## config.mk

```make
export PLATFORM = sky130hd
export DESIGN_NAME = clk_freeze_gate
export DESIGN_NICKNAME = d
export VERILOG_FILES = /design/src/rtl/frzgate_pkg.sv /design/src/rtl/frz_sync.sv /design/src/rtl/frz_cell.sv /design/src/rtl/frz_pad.sv /design/src/rtl/clk_freeze_gate.sv
export SDC_FILE = /design/constraint.sdc
export NUM_CORES = 1
export LEC_CHECK = 0
export ABC_AREA = 1
export ABC_CLOCK_PERIOD_IN_PS = 1050
export BUFFER_PORTS_ARGS = -buffer_cell sky130_fd_sc_hd__buf_2
export CAP_MARGIN = 40
export CORE_AREA = 2 2 39 41
export DETAILED_ROUTE_END_ITERATION = 12
export DIE_AREA = 0 0 41 43
export PLACE_DENSITY = 0.62
export SETUP_SLACK_MARGIN = 0.4
export SLEW_MARGIN = 20
export SYNTH_ARGS = -nofsm -noshare
export SYNTH_HDL_FRONTEND = slang
export SYNTH_SLANG_ARGS = --single-unit
```

## constraint.sdc

```tcl
create_clock -name clk -period 1.05 [get_ports clk]
set_input_delay 0.105 -clock clk [delete_from_list [all_inputs] [get_ports clk]]
set_output_delay 0.105 -clock clk [all_outputs]
set_load 0.01 [all_outputs]
```

## src/rtl/frzgate_pkg.sv

```systemverilog
`timescale 1ns/1ps
package frzgate_pkg;

  // The gate may change state only when the clock is low now and stays low next.
  function automatic logic low_window(input logic cur, input logic nxt);
    return (!cur) && (!nxt);
  endfunction

  // Gated clock level: source passes only while the channel runs.
  function automatic logic gate_level(input logic cur, input logic run_en);
    return cur & run_en;
  endfunction

endpackage

```

## src/rtl/frz_sync.sv

```systemverilog
`timescale 1ns/1ps
module frz_sync #(
  parameter int STAGES  = 2,
  parameter bit RST_VAL = 1'b1
) (
  input  logic clk,
  input  logic rst_n,
  input  logic d,
  output logic q
);
  logic [STAGES-1:0] chain;

  generate
    if (STAGES == 1) begin : g_one
      always_ff @(posedge clk or negedge rst_n) begin
        if (!rst_n) chain <= RST_VAL;
        else        chain <= d;
      end
    end else begin : g_many
      always_ff @(posedge clk or negedge rst_n) begin
        if (!rst_n) chain <= {STAGES{RST_VAL}};
        else        chain <= {chain[STAGES-2:0], d};
      end
    end
  endgenerate

  assign q = chain[STAGES-1];
endmodule

```

## src/rtl/frz_cell.sv

```systemverilog
`timescale 1ns/1ps
module frz_cell
  import frzgate_pkg::*;
(
  input  logic clk,
  input  logic rst_n,
  input  logic cur,
  input  logic nxt,
  input  logic run_sync,
  output logic run_en,
  output logic win,
  output logic gated
);
  assign win = low_window(cur, nxt);

  // Enable register: reset to running, loads only inside a safe low window.
  always_ff @(posedge clk or negedge rst_n) begin
    if (!rst_n)   run_en <= 1'b1;
    else if (win) run_en <= run_sync;
  end

  assign gated = gate_level(cur, run_en);
endmodule

```

## src/rtl/frz_pad.sv

```systemverilog
`timescale 1ns/1ps
module frz_pad (
  input  logic rst_n,
  input  logic d,
  output logic val,
  output logic oe
);
  assign val = d;
  assign oe  = rst_n;
endmodule

```

## src/rtl/clk_freeze_gate.sv

```systemverilog
`timescale 1ns/1ps
module clk_freeze_gate #(
  parameter int N_CH        = 4,
  parameter int SYNC_STAGES = 2
) (
  input  logic            clk,
  input  logic            rst_n,
  input  logic [N_CH-1:0] div_cur,
  input  logic [N_CH-1:0] div_nxt,
  input  logic [N_CH-1:0] run_req,
  output logic [N_CH-1:0] out_val,
  output logic [N_CH-1:0] out_oe
);
  localparam int LAST_CH = N_CH - 1;

  logic [LAST_CH:0] run_sync_vec;
  logic [LAST_CH:0] en_vec;
  logic [LAST_CH:0] win_vec;
  logic [LAST_CH:0] gated_vec;

  generate
    for (genvar i = 0; i < N_CH; i++) begin : g_ch
      frz_sync #(.STAGES(SYNC_STAGES), .RST_VAL(1'b1)) u_sync (
        .clk   (clk),
        .rst_n (rst_n),
        .d     (run_req[i]),
        .q     (run_sync_vec[i])
      );
      frz_cell u_cell (
        .clk      (clk),
        .rst_n    (rst_n),
        .cur      (div_cur[i]),
        .nxt      (div_nxt[i]),
        .run_sync (run_sync_vec[i]),
        .run_en   (en_vec[i]),
        .win      (win_vec[i]),
        .gated    (gated_vec[i])
      );
      frz_pad u_pad (
        .rst_n (rst_n),
        .d     (gated_vec[i]),
        .val   (out_val[i]),
        .oe    (out_oe[i])
      );
    end
  endgenerate
endmodule

```

======== Yosys cells after proc, flatten, opt, wreduce, memory -nomap -nowiden ========
Index checks and enable logic that the tools add are counted.
cells by class
  reduce and logical (&&, ||, !) cells .... 12
  bitwise logic cells ..................... 4
operators with widths
  kind               count
  zero test 1 bit    8
  bitwise AND 1 bit  4
  logical AND 1 bit  4
word-level totals
  word-level logic and storage cells ...... 24
  input port bits ......................... 14
  bits in registers ....................... 12
  output and inout port bits .............. 8

======== Logic depth before layout (Yosys ltp) ========
  depth after elaboration ................. 2
  depth in mapped cells ................... 3
  depth with buffers taken out ............ 3

======== Modules after synthesis ========
From an unflattened synthesis, not the netlist that was laid out.
unflattened totals
  cells, all modules ...................... 44
  area total of the unflattened synthesis .. 480.5 µm²
modules (own cells, without submodules)
  module    cells an instance  sequential area each (µm²)  area each (µm²)  times used
  frz_cell  7                  26.3                        52.6             4
  frz_sync  2                  52.6                        52.6             4
  frz_pad   2                  0.0                         15.0             4

======== Worst setup path after synthesis ========
No wires, ideal clock.
  kind .................................... register -> output
  start ................................... reg g_ch[3].u_cell.run_en
  end ..................................... out out_val[3]
  path slack .............................. 262 ps
  stages on the path, launching flop included .. 4
  path buffers ............................ 1
  arrival ................................. 683 ps
  cell sequence ........................... dfstp_2 > nand2_1 > inv_1 > buf_4
on the way
  cells in the longest elaborated chain, start to end .. 1
ends and longest elaborated chain
  what                    line                   source
  from (decl)             frz_cell.sv:10         output logic run_en,
  from (signal assigned)  frz_cell.sv:19         else if (win) run_en <= run_sync;
  bitwise AND 1 bit       frzgate_pkg.sv:11      return cur & run_en;
  to (decl)               clk_freeze_gate.sv:11  output logic [N_CH-1:0] out_val,
No other way between the ends.

======== Worst setup path in the final report ========
  start ................................... reg g_ch[1].u_cell.run_en
  end ..................................... out out_val[1]
on the way
  cells in the longest elaborated chain, start to end .. 1
ends and longest elaborated chain
  what                    line
  from (decl)             frz_cell.sv:10
  from (signal assigned)  frz_cell.sv:19
  bitwise AND 1 bit       frzgate_pkg.sv:11
No other way between the ends.

==> results.cfg <==
[floorplan]
die_w_um = 41
initial_core_util_pct = 34.0
row_count = 14
die_area_um2 = 1760
core_area_um2 = 1380
die_h_um = 43
io_pins = 22

[final_layout]
nFillCells = 132
fin_area_um2 = 649
layout_commonest_cell = buf_2
final_cell_mix = buf_2, dfstp_2, nand2_1
drive_gt1_share_pct = 64.2
area_growth_pct = 38.0
final_nets = 82
diodes = 0

[setup_path]
slowest_delay_ps = 540
path_class = reg2out
crit_buf_inv = 2
crit_family = flip-flops
cp.arrival_ps = 1010
slowest_stage = dfstp_2
crit_chain = nand2_1 > inv_1 > buf_2
critPathLaunchType = flip-flop
cp_max_fo = 2
cp-end-kind = output port
cp-startpoint = g_ch[1].u_cell.run_en
cp.required_ps = 940
reg2reg_from = g_ch[1].u_cell.run_en

[outcome]
failed_checks = negative setup slack
status = finished with violations

[sta]
skew_ps = 2.56
max_freq_mhz = 897
worstMarginPinSlew_ps = 148
hold_viol = 0
setup_violations = 4
slew_headroom_pct = 90.1
rsz0062_at_grt = true
setup_tns_ps = -216
finalWorstSetupSlack_ps = -64.7
finalCritPeriodShare_pct = 106
slew_violations = 0
period_minus_slack_ps = 1110

[detailed_routing]
antenna_left = 0
via_count = 336
first_iter_violations = 2
wl_um = 697
wire_per_inst_um = 8.40
drt-vias-per-instance = 4.05
drt_first_pass_iters = 2
drc = 0

[global_route]
grt_pass1_wl_um = 1080
antenna_found_initial = 0
grt_usage_pct = 9.85
overflow = 0
grt_max_degree = 13
grt_pass1_vias = 300

[clock_network]
path_clk_slew_ps = 70
clockBufferDepth = 2
clkLatencyLatePin_ps = 270
cts-root-buf = clkbuf_4
cts_tree = done
cts-buffers-inserted = 3
cts_sinks = 12
ctsHtreeMaxLevel = 1

[place]
portBuffers = 21
gp_congestion = 0.524
placed_cell_area_um2 = 543
dp_hpwl_um = 513

[logic_synthesis]
ys_seq_area_share_pct = 67.0
ys_warn_count = 0
syn_area_per_cell_um2 = 10.7
ys_types = 7
syn_nets = 58
synthesis.instances = 44
syn-cell-area_um2 = 470
ys_seq_elements = 12

[run]
cap_viol_max_count = 0

[power]
power_density_nw_per_um2 = 1580
p_leak_nw = 0.339
vdd_ir_drop_max_uv = 678

[hold_path]
min_path_type = in2reg
hp-start = div_nxt[1]
-- through the flow --
step	cells	worst slack [ps]	utilization, %	hold WS [ps]	total power, mW
6_report	83	-64.7	46.9	51.9	1.03
5_1_grt	83	-131	46.9	46.0	1.09
4_1_cts	83	-82.7	45.5	33.4	1.03
3_5_place_dp	74	226	39.2	211	0.648
3_3_place_gp	74	248	39.2	210	0.644
2_1_floorplan	44	263	-	-42.8	0.612
-- what timing repair did --
item,in CTS,in global routing
endpoints found under the hold margin,16,0
pin swaps,2,2
hold buffers,5,0
gates resized for setup,1,6
setup buffers,0,0
setup endpoints to repair,8,8
-- power by group --
group,switching [mW],internal [mW]
Sequential,0.0163,0.524
Clock,0.145,0.211
Combinational,0.0624,0.0678
Total,0.224,0.802
-- worst register-to-register path: cells and delay by family (launching register included) --
kind,cells,cell delay (ps)
AND/OR/NAND/NOR,1,50
flip-flops,1,540
AO/OA/AOI/OAI,1,60
-- state kept, by name, indices dropped and copies added (netlist names) --
register	flops
g_ch.u_sync.chain	8
g_ch.u_cell.run_en	4
-- cell families after synthesis --
kind of cell	after synthesis	share of synthesized area (%)
and+or+nand+nor	16	12.8
DFF	12	67.0
AOI/OAI and AO/OA	4	4.26
buffers and inverters	12	16.0
-- per-layer routing --
| metal | up-vias | GRT usage (%) | wire length, µm |
|---|---|---|---|
| li1 | 172 | - | - |
| met1 | 152 | 9.66 | 261 |
| met2 | 12 | 14.7 | 388 |
| met3 | 0 | 4.71 | 47 |
| met4 | 0 | 8.00 | 0 |
| met5 | - | 0 | 0 |
-- Yosys cell counts --
cell / instances / share of area (%)
buf_4: 8 / 13
nor2_1: 4 / 3.2
nand2_1: 12 / 9.6
inv_1: 4 / 3.2
dfstp_2: 12 / 67
o21ai_1: 2 / 2.1
o21ai_0: 2 / 2.1
-- area by class of cell --
cell class              instances  area (µm²)  area share [%]
repair buffers                 27         169            26.0
multi-input cells              20        93.8            14.5
flip-flops and latches         12         315            48.6
inverters                       4        15.0            2.31
well taps                      16        20.0            3.08
clock buffers                   4        36.3            5.59
-- final timing paths --
kind | cells past startpoint | slack (ps) | endpoint
worst min-delay path | 4 | 50 | g_ch[1].u_cell.run_en
max in group asynchronous | 3 | 450 | g_ch[0].u_cell.run_en
worst min register to register | 0 | 360 | g_ch[2].u_sync.chain[1]
min in group asynchronous | 3 | 570 | g_ch[1].u_sync.chain[0]
worst max-delay path | 3 | -60 | out_val[1]
worst max register to register | 2 | 350 | g_ch[1].u_cell.run_en
Power figures use the tool's default switching activity.
